$ cat src/rtl/cvi_pkg.sv
package cvi_pkg;

  typedef enum logic [1:0] {
    ST_SLEEP = 2'b00,
    ST_IDLE  = 2'b01,
    ST_RUNLO = 2'b10,
    ST_RUNHI = 2'b11
  } col_st_e;

  // State derived in the per-cycle policy from one column's inputs.
  function automatic logic [1:0] pc_code(input logic off, input logic act, input logic slow);
    if (off)       return ST_SLEEP;
    else if (!act) return ST_IDLE;
    else if (slow) return ST_RUNHI;
    else           return ST_RUNLO;
  endfunction

  // True for the codes that cannot carry a slow instruction (Sleep, Run low).
  function automatic logic lacks_high(input logic [1:0] code);
    return ~code[0];
  endfunction

  // True for either Run code.
  function automatic logic is_run(input logic [1:0] code);
    return code[1];
  endfunction

endpackage

$ cat src/rtl/cvi_settle.sv
module cvi_settle #(
  parameter int SETTLE_CYC = 4
) (
  input  logic clk,
  input  logic rst_n,
  input  logic load_req,
  input  logic start_req,
  output logic busy,
  output logic load_acc,
  output logic start_acc
);
  localparam int CW = $clog2(SETTLE_CYC + 1);

  logic [CW-1:0] cnt_q;
  logic          pend_q;
  logic          idle;

  assign idle      = (cnt_q == '0);
  assign busy      = ~idle;
  assign load_acc  = load_req & idle;
  assign start_acc = (start_req | pend_q) & idle & ~load_acc;

  always_ff @(posedge clk or negedge rst_n) begin
    if (!rst_n) begin
      cnt_q  <= '0;
      pend_q <= 1'b0;
    end else begin
      if (load_acc)   cnt_q <= CW'(SETTLE_CYC);
      else if (!idle) cnt_q <= cnt_q - 1'b1;
      if (start_req && (busy || load_acc)) pend_q <= 1'b1;
      else if (start_acc)                  pend_q <= 1'b0;
    end
  end

  // an accepted load opens the settle window
  p_load_busy_r6: assert property (@(posedge clk) disable iff (!rst_n)
    load_acc |=> busy);
  // no start is taken during the settle window
  p_start_held_r8: assert property (@(posedge clk) disable iff (!rst_n)
    busy |-> !start_acc);
  // no load is taken during the settle window
  p_load_ignored_r7: assert property (@(posedge clk) disable iff (!rst_n)
    busy |-> !load_acc);

endmodule

$ cat src/rtl/cvi_column.sv
module cvi_column
  import cvi_pkg::*;
(
  input  logic       clk,
  input  logic       rst_n,
  input  logic       policy,
  input  logic       run,
  input  logic       off,
  input  logic       act,
  input  logic       slow,
  input  logic [1:0] mask_code,
  output logic [1:0] code,
  output logic       viol,
  output logic       issue
);
  logic [1:0] pc;

  assign pc = pc_code(off, act, slow);

  always_comb begin
    if (policy) begin
      code  = mask_code;
      viol  = run & act & slow & lacks_high(mask_code);
      issue = run & act & is_run(mask_code) & ~viol;
    end else begin
      code  = pc;
      viol  = 1'b0;
      issue = run & act & ~off;
    end
  end

  // slow work reaches only high-rail columns
  p_slow_high_r12: assert property (@(posedge clk) disable iff (!rst_n)
    (issue && slow) |-> (code == 2'b11));
  // a flagged instruction is never issued
  p_viol_block_r10: assert property (@(posedge clk) disable iff (!rst_n)
    viol |-> !issue);
  // a shut-off column never issues in the per-cycle policy
  p_off_quiet_r4: assert property (@(posedge clk) disable iff (!rst_n)
    (!policy && off) |-> (!issue && code == 2'b00));

endmodule

$ cat src/rtl/colisland_ctrl.sv
module colisland_ctrl
  import cvi_pkg::*;
#(
  parameter int NCOLS      = 16,
  parameter int SETTLE_CYC = 4
) (
  input  logic                 clk,
  input  logic                 rst_n,
  input  logic                 policy_i,
  input  logic                 task_start_i,
  input  logic [NCOLS-1:0]     col_active_i,
  input  logic [NCOLS-1:0]     col_slow_i,
  input  logic                 mask_load_i,
  input  logic [2*NCOLS-1:0]   mask_data_i,
  output logic [2*NCOLS-1:0]   col_state_o,
  output logic [NCOLS-1:0]     col_issue_o,
  output logic [NCOLS-1:0]     col_viol_o,
  output logic                 busy_o
);
  localparam int MW = 2 * NCOLS;

  logic             load_acc, start_acc, busy;
  logic [MW-1:0]    mask_q;
  logic [NCOLS-1:0] off_q;
  logic             run_q;

  cvi_settle #(.SETTLE_CYC(SETTLE_CYC)) u_settle (
    .clk       (clk),
    .rst_n     (rst_n),
    .load_req  (mask_load_i & policy_i),
    .start_req (task_start_i),
    .busy      (busy),
    .load_acc  (load_acc),
    .start_acc (start_acc)
  );

  assign busy_o = busy;

  always_ff @(posedge clk or negedge rst_n) begin
    if (!rst_n) begin
      mask_q <= '0;
      off_q  <= '1;
      run_q  <= 1'b0;
    end else begin
      if (load_acc) mask_q <= mask_data_i;
      if (start_acc && !policy_i) off_q <= ~col_active_i;
      if (load_acc)       run_q <= 1'b0;
      else if (start_acc) run_q <= 1'b1;
    end
  end

  for (genvar c = 0; c < NCOLS; c++) begin : g_col
    cvi_column u_col (
      .clk       (clk),
      .rst_n     (rst_n),
      .policy    (policy_i),
      .run       (run_q),
      .off       (off_q[c]),
      .act       (col_active_i[c]),
      .slow      (col_slow_i[c]),
      .mask_code (mask_q[2*c +: 2]),
      .code      (col_state_o[2*c +: 2]),
      .viol      (col_viol_o[c]),
      .issue     (col_issue_o[c])
    );
  end

  // the shut-off set moves only on an accepted per-cycle start
  p_off_locked_r4: assert property (@(posedge clk) disable iff (!rst_n)
    !(start_acc && !policy_i) |=> $stable(off_q));
  // the mask is frozen through the settle window
  p_mask_hold_r7: assert property (@(posedge clk) disable iff (!rst_n)
    busy_o |=> $stable(mask_q));
  // nothing issues while settling
  p_busy_quiet_r8: assert property (@(posedge clk) disable iff (!rst_n)
    busy_o |-> (col_issue_o == '0));
  // per-cycle policy raises no violation
  p_pc_noviol_r10: assert property (@(posedge clk) disable iff (!rst_n)
    !policy_i |-> (col_viol_o == '0));

endmodule

$ cat config.mk
export PLATFORM = sky130hd
export DESIGN_NAME = colisland_ctrl
export DESIGN_NICKNAME = d
export VERILOG_FILES = /design/src/rtl/cvi_pkg.sv /design/src/rtl/cvi_settle.sv /design/src/rtl/cvi_column.sv /design/src/rtl/colisland_ctrl.sv
export SDC_FILE = /design/constraint.sdc
export NUM_CORES = 1
export LEC_CHECK = 0
export ABC_AREA = 1
export BUFFER_PORTS_ARGS = -buffer_cell sky130_fd_sc_hd__buf_2
export CAP_MARGIN = 0
export CORE_ASPECT_RATIO = 1.25
export CORE_MARGIN = 5
export CORE_UTILIZATION = 53
export DETAILED_ROUTE_END_ITERATION = 7
export PLACE_DENSITY = 0.95
export SYNTH_ARGS = -nofsm -noshare
export SYNTH_HDL_FRONTEND = slang
export SYNTH_SLANG_ARGS = --single-unit
$ cat constraint.sdc
create_clock -name clk -period 3.3 [get_ports clk]
set_input_delay 0.66 -clock clk [delete_from_list [all_inputs] [get_ports clk]]
set_output_delay 0.66 -clock clk [all_outputs]
set_load 0.05 [all_outputs]
## Yosys cells after proc, flatten, opt, wreduce, memory -nomap -nowiden

Index checks and enable logic that the tools add are counted.

- Add/sub/neg operators: 1
- Equal/unequal tests: 1
- Mux-type cells: 102
- Bitwise logic cells: 152
- Reductions and logical operators: 7

Operators by type and width:

| operator | count |
|---|---|
| bitwise AND 1 bit | 100 |
| 2-to-1 mux 2 bit | 48 |
| 2-to-1 mux 1 bit | 52 |
| inverter 1 bit | 50 |
| inverter 16 bit | 1 |
| 2-to-1 mux 3 bit | 2 |
| nonzero test 2 bit | 2 |
| logical NOT 3 bit | 1 |
| subtractor 3 x 1 -> 3 bit, second input constant | 1 |
| logical AND 1 bit | 2 |
| inequality test 2 x 1 -> 1 bit, second input constant | 1 |
| logical NOT 1 bit | 1 |
| logical OR 1 bit | 1 |
| OR 1 bit | 1 |

- Bits in registers: 53
- Bits of input ports: 69
- Output and inout bits: 65
- Word-level logic and storage cells: 268

## Longest topological paths before layout

Gate-level depths: netlist of run 1.

- Depth in word-level cells: 6
- Gate-level depth with buffers: 10
- Depth with buffers taken out: 8

## Cells and area by module

From an unflattened synthesis of run 1, not the netlist that was laid out.

- Cells, all modules: 499
- Area total of the unflattened synthesis: 3552.2 µm²

Modules (own cells, without submodules):

| module | times used | cells each | area each (µm²) | seq. area each (µm²) |
|---|---|---|---|---|
| colisland_ctrl | 1 | 226 | 2048.2 | 1246.2 |
| cvi_column | 16 | 15 | 78.8 | 0.0 |
| cvi_settle | 1 | 33 | 242.7 | 100.1 |

## Least setup slack after synthesis of run 1

Ideal clock, no wire load.

- Path kind: input to output
- From: in policy_i
- To: out col_state_o[3]
- Arrival: 2215 ps
- Data required time: 2640 ps
- Path slack: 425 ps
- Stages: 3
- Buffers on the path: 1
- Path through: buf_2 or2_2 o21ai_0

- Longest elaborated chain between the ends: 1

Ends and longest elaborated chain:

| what | RTL line | source |
|---|---|---|
| start: declaration | colisland_ctrl.sv:9 | `input logic policy_i,` |
| 2-to-1 mux 2 bit | cvi_column.sv:21 | `if (policy) begin` |
| end: declaration | colisland_ctrl.sv:15 | `output logic [2*NCOLS-1:0] col_state_o,` |

Every way passes these cells.

## Final worst setup path of run 1

- From: in policy_i
- To: out col_state_o[11]

Same word-level chain as after synthesis.

==> impl_results.md, run 1 <==
* Outcome: finished, final reports clean
* Critical Path AT at 1.96 ns
* Top FF cell, synth: dfrtp_1
* Total track usage at 23.4%
* Synth Area in Simple Gates at 30.5%
* Rows at 32
* Yosys reg bits at 53
* Distinct cells, synth at 24
* Critical Path Source Type: input pin
* Placed cells at 628
* VDD IR max at 0.506 mV
* Dpl ws at 0.729 ns
* Achievable frequency at 382 MHz
* Largest cells by area after synthesis: dfrtp_1 28%, nand2_1 17%, dfstp_2 13%
* CP Data Required Time at 2.64 ns
* Die area at 0.00787 mm2
* CTS root buffer: clkbuf_8
* # diodes at 0
* Crit Path Class: input pin to output pin
* Clock power frac at 11.8%
* Reg clk slew, reported paths at 0.10 ns
* Post-Synth Adder-Cell Area at 0.763%
* Post-synth EDFFs at 0
* Int Pwr at 1.75 mW
* DRC errors left at 0
* Final critical-path share of the clock period at 79.4%
* Vias in the first global route at 3356
* Worst Setup End Kind: output pin
* Post-CTS setup buffers at 0
* Largest net degree at the start of global routing at 50
* Post-synth top area cell: dfrtp_1
* Placeable core area at 0.00609 mm2
* FF-to-FF setup slack at 1.33 ns
* Synth warn at 0
* Hold Worst Slack at 0.259 ns
* Worst R2R End: off_q[14]$_DFFE_PN1P_
* Final setup fails at 0
* First-pass GRT wire length at 14800 um
* Post-synth top area share at 28.2%
* CTS tree: yes
* Post-synthesis mux area share at 0%
* CP max FO at 49
* Initial antenna violation count at 0
* Final ANT Viol Nets at 0
* Hold_buf cts at 0
* DPL Wire Length at 6810 um
* Critical path origin: policy_i
* Sw frac at 51.5%
* Synth async-reset ratio at 100%
* Cell area after technology mapping at 0.00328 mm2
* Mean Syn Cell Area at 7.22 um2
* Slew Limit Fails at 0
* Reg2Reg Depth at 7
* Non-Filler Instances at 636
* Share of cells above drive strength 1 at 33.6%
* Net count after synthesis at 525
* LEAKAGE at 2.16 nW
* Hold Vio Cnt, Final at 0
* Tot Pwr at 3.61 mW
* Final setup TNS at 0 ns
* Starting density of the core at 53.9%
* Comb power frac at 54.7%
* RR Startpoint: u_settle.cnt_q[0]$_DFFE_PN0P_
* H-tree Lvls at 2
* Max Clock Skew at 0.0162 ns
* Count leader, synth: nand2_1
* Seq/Total Area, Yosys at 41.1%
* Compound-cell area share of the yosys netlist at 11.8%
* Post-CTS sizing at 0
* Fill count at 564
* Die Span X at 80.3 um
* Clock Path Buffers at 2
* Via count at 3359
* Final wirelength at 9100 um
* Clock Sinks at 53
* Port-buffer cells at 133
* Post-layout min period at 2.62 ns
* Worst hold path type: input pin to asynchronous set/reset pin
* Combinational family with the most area after synthesis: simple AND/OR/NAND/NOR gates
* Num CTS Buffers at 5
* Vias per cell at 5.28
* Sw Pwr at 1.86 mW
* Reg power frac at 33.5%
* Setup WS post-layout at 0.680 ns
* Worst-Skew Late Latency at 0.31 ns
* DR WL/cell at 14.3 um
* Grt total ovfl at 0
* First-pass DRT Iterations at 4
* XOR/XNOR Fraction of Synth Area at 0%
* RSZ-0062 raised after global routing: false
* Worst slew pin tran at 0.856 ns
* GPL Wtd Cong at 0.820
* Die Y at 97.9 um
* Initial drt markers at 251
* Post-Syn Instances at 454
* Nets at 621
* Max-Cap Viols at 0
* IO Pins at 134
* Synth top cells by count: 150 x nand2_1, 40 x inv_1, 37 x dfrtp_1, 33 x o21ai_0, 32 x buf_4
* Area Overhead vs Synth at 18.5%
* Power density cells at 929 mW/mm2
* Slew HR at 42.8%
-- worst max-delay path by stage --
stage                       to  slack, ns  cells after the start
6_report       col_state_o[11]       0.68                      5
5_1_grt        col_state_o[11]       0.61                      5
4_1_cts        col_state_o[11]       0.72                      5
3_5_place_dp   col_state_o[11]       0.73                      5
3_3_place_gp   col_state_o[11]       0.74                      5
2_1_floorplan   col_state_o[3]       0.43                      3
-- power by group through the flow --
stage / Sequential [mW] / Clock, mW / Combinational, mW
after floorplan: 1.14 / 0 / 1.65
after global placement: 1.20 / 0 / 1.91
after detailed placement: 1.21 / 0 / 1.98
after CTS: 1.21 / 0.435 / 1.98
after global routing: 1.24 / 0.463 / 2.14
final: 1.21 / 0.425 / 1.98
-- logic make-up after synthesis --
kind of cell,Yosys count
buffers and inverters,96
AOI/OAI and AO/OA,71
and+or+nand+nor,232
adders and majority gates,2
DFF,53
-- per-layer routing --
layer	track usage (%)	wire, um	vias to the layer above
li1	-	-	1627
met1	27.8	3530	1548
met2	40.8	4670	161
met3	4.15	655	23
met4	10.1	247	0
met5	0	0	-
-- flip-flops by register name (all words and copies together) (netlist names) --
name             count
u_settle.cnt_q       3
run_q                1
off_q               16
u_settle.pend_q      1
mask_q              32
-- cell type report --
class	count	area, um2	share of cell area, %
clock buffers	6	72.6	1.87
multi-input cells	305	1420	36.4
clock inverters	2	35.0	0.901
flip-flops and latches	53	1350	34.6
inverters	42	158	4.06
well taps	85	106	2.74
repair buffers	143	753	19.4
-- placed cells by master, fill, tap and decap left out, drive strengths merged --
master | Yosys | routed
nand2 | 152 | 152
a22o | 3 | 3
a31oi | 4 | 4
o22ai | 13 | 13
ha | 2 | 2
clkbuf | 6 | 6
o21ai | 37 | 37
or2 | 13 | 13
nor2 | 21 | 21
inv | 42 | 42
a21oi | 14 | 14
buf | 48 | 143
clkinv | 0 | 1
dfstp | 16 | 16
nand3 | 13 | 13
dfrtp | 37 | 37
nor3 | 16 | 16
nand4 | 17 | 17
bufinv | 0 | 1
-- critical path: stages --
cell     delay (ns)
buf_2          0.10
buf_4          0.27
or2_2          0.37
o21ai_0        0.22
buf_2          0.31
-- stage by stage --
stage / area (um2) / util, %
floorplan: 3280 / -
global placement: 3780 / 62.1
detailed placement: 3780 / 62.1
CTS: 3890 / 63.9
global route: 3890 / 63.9
finish: 3890 / 63.9
No activity file was read; power rests on OpenSTA's default activity.
==> run 2, diff against run 1 <==
CORE_UTILIZATION = 44   (was 53)
PLACE_DENSITY = 0.86   (was 0.95)
clock period = 2.35 ns   (was 3.3 ns; I/O delays follow)
==> run 2 against run 1 <==
Setup slack got worse by 0.42 ns. Critical endpoint is now col_state_o[28]. First-iteration DRC count fell by 49%. Final area rose by 0.71%.
==> impl_results.md, run 2 (same netlist as run 1, synthesis figures left out) <==
* Outcome: finished, final reports clean
* Num CTS Buffers at 5 (unchanged)
* Largest Register: mask_q
* Final core occ at 53.5% (-10 points)
* CP max FO at 50 (+2.0%)
* DPL Wire Length at 6840 um (+0.43%)
* Worst Setup End Kind: output pin
* Largest registers: mask_q: 32 flops, off_q: 16 flops, u_settle.cnt_q: 3 flops
* Critical Path Source Type: input pin
* Max Clock Skew at 0.00491 ns (-0.0113 ns)
* RR Startpoint: u_settle.cnt_q[0]$_DFFE_PN0P_
* GPL Wtd Cong at 0.818 (-0.21%)
* Reg2Reg Depth at 9 (+2)
* CTS tree: yes
* Clock Path Buffers at 2 (unchanged)
* H-tree Lvls at 2 (unchanged)
* LEAKAGE at 2.16 nW (+0.32%)
* CP Data Required Time at 1.88 ns (-0.76 ns)
* Hold_buf cts at 0 (unchanged)
* Power density cells at 1270 mW/mm2 (+37%)
* Nets at 623 (+0.32%)
* Slew Limit Fails at 0 (unchanged)
* Most common cell after layout, fill and taps aside: nand2_1
* Vias per cell at 5.04 (-4.7%)
* Most frequent cells in the layout: 150 x nand2_1, 133 x buf_2, 40 x inv_1, 36 x dfrtp_1, 20 x o21ai_0
* Final setup fails at 0 (unchanged)
* Die area at 0.00929 mm2 (+18%)
* Initial antenna violation count at 0 (unchanged)
* Share of cells above drive strength 1 at 34.0% (+0.42 points)
* VDD IR max at 0.769 mV (+52%)
* Slew HR at 58.5% (+16 points)
* Worst slew pin tran at 0.623 ns (-0.233 ns)
* Final critical-path share of the clock period at 88.8%
* Initial drt markers at 129 (-49%)
* Starting density of the core at 44.8% (-9.0 points)
* Post-layout min period at 2.09 ns
* Worst hold path type: input pin to asynchronous set/reset pin
* Final wirelength at 9130 um (+0.34%)
* Crit Path Class: input pin to output pin
* FF-to-FF setup slack at 0.71 ns (-0.62 ns)
* Vias in the first global route at 3270 (-2.6%)
* Tot Pwr at 4.98 mW (+38%)
* Grt total ovfl at 0 (unchanged)
* Critical Path AT at 1.62 ns (-0.34 ns)
* Post-CTS setup buffers at 0 (unchanged)
* Largest net degree at the start of global routing at 51 (+2.0%)
* DRC errors left at 0 (unchanged)
* IO Pins at 134 (unchanged)
* First-pass GRT wire length at 14900 um (+0.79%)
* Clock Sinks at 53 (unchanged)
* Max-Cap Viols at 0 (unchanged)
* Via count at 3253 (-3.2%)
* RSZ-0062 raised after global routing: false
* CTS root buffer: clkbuf_8
* Final ANT Viol Nets at 0 (unchanged)
* Fill count at 709 (+26%)
* Final setup TNS at 0 ns (unchanged)
* Largest register FFs at 32 (unchanged)
* Port-buffer cells at 133 (unchanged)
* Achievable frequency at 479 MHz
* Worst R2R End: mask_q[28]$_DFFE_PN0P_
* Reg clk slew, reported paths at 0.09 ns (about the same)
* DR WL/cell at 14.1 um (-1.2%)
* First-pass DRT Iterations at 4 (unchanged)
* Worst-Skew Late Latency at 0.30 ns (about the same)
* Area Overhead vs Synth at 19.4%
* Placeable core area at 0.00731 mm2 (+20%)
* Die Y at 107 um (+8.8%)
* Rows at 35 (+9.4%)
* Die Span X at 87.2 um (+8.5%)
* Total track usage at 19.7% (-3.7 points)
* Hold Vio Cnt, Final at 0 (unchanged)
## run 2: worst max path at each step
stage / start / end / cells past startpoint
floorplan: policy_i / col_state_o[17] / 2
global placement: policy_i / col_viol_o[12] / 6
detailed placement: policy_i / col_issue_o[0] / 5
CTS: run_q$_DFFE_PN0P_ / col_viol_o[9] / 4
global route: policy_i / col_viol_o[3] / 6
finish: policy_i / col_state_o[28] / 6
## run 2: layout make-up
class                      instances  area [um2]  area share (%)
antenna                            1        2.50          0.0639
multi-input combinational        305        1420            36.2
inverter                          42         158            4.03
tap                               92         115            2.94
sequential                        53        1350            34.4
clock buffer                       6        72.6            1.85
clock inverter                     2        10.0           0.256
timing repair buffer             145         793            20.3
## run 2: critical path: stages
cell	delay, ns
buf_2	0.10
buf_12	0.20
inv_1	0.08
buf_4	0.23
o22ai_1	0.22
buf_2	0.30
## run 2: layer usage
metal	wire length (um)	share of wire [%]	track usage, %	vias to the layer above
met1	3650	40	23.8	1507
li1	-	-	-	1627
met5	0	0	0	-
met3	734	8.0	3.10	7
met4	71	0.78	4.82	0
met2	4670	51	35.9	112
## run 2: metrics by stage
step	hold WS, ns	instance area (um2)	setup WS (ns)	instances
after floorplan	0.174	3280	0.0104	454
after global placement	0.446	3830	0.274	637
after detailed placement	0.449	3830	0.269	637
after CTS	0.187	3910	0.0681	645
after global routing	0.217	3910	0.111	645
final	0.177	3910	0.263	646
## run 2: timing repair
item / 4_1_cts / 5_1_grt
resized for setup: 0 / 1
endpoints found under the hold margin: 0 / 0
setup endpoints to repair: 0 / 3
## run 2: power by group
group | internal (mW) | switching (mW) | leakage, nW | total, mW
Clock | 0.207 | 0.283 | 0.0450 | 0.490
Combinational | 0.749 | 2.05 | 1.50 | 2.80
Sequential | 1.43 | 0.265 | 0.617 | 1.69
Total | 2.38 | 2.60 | 2.16 | 4.98
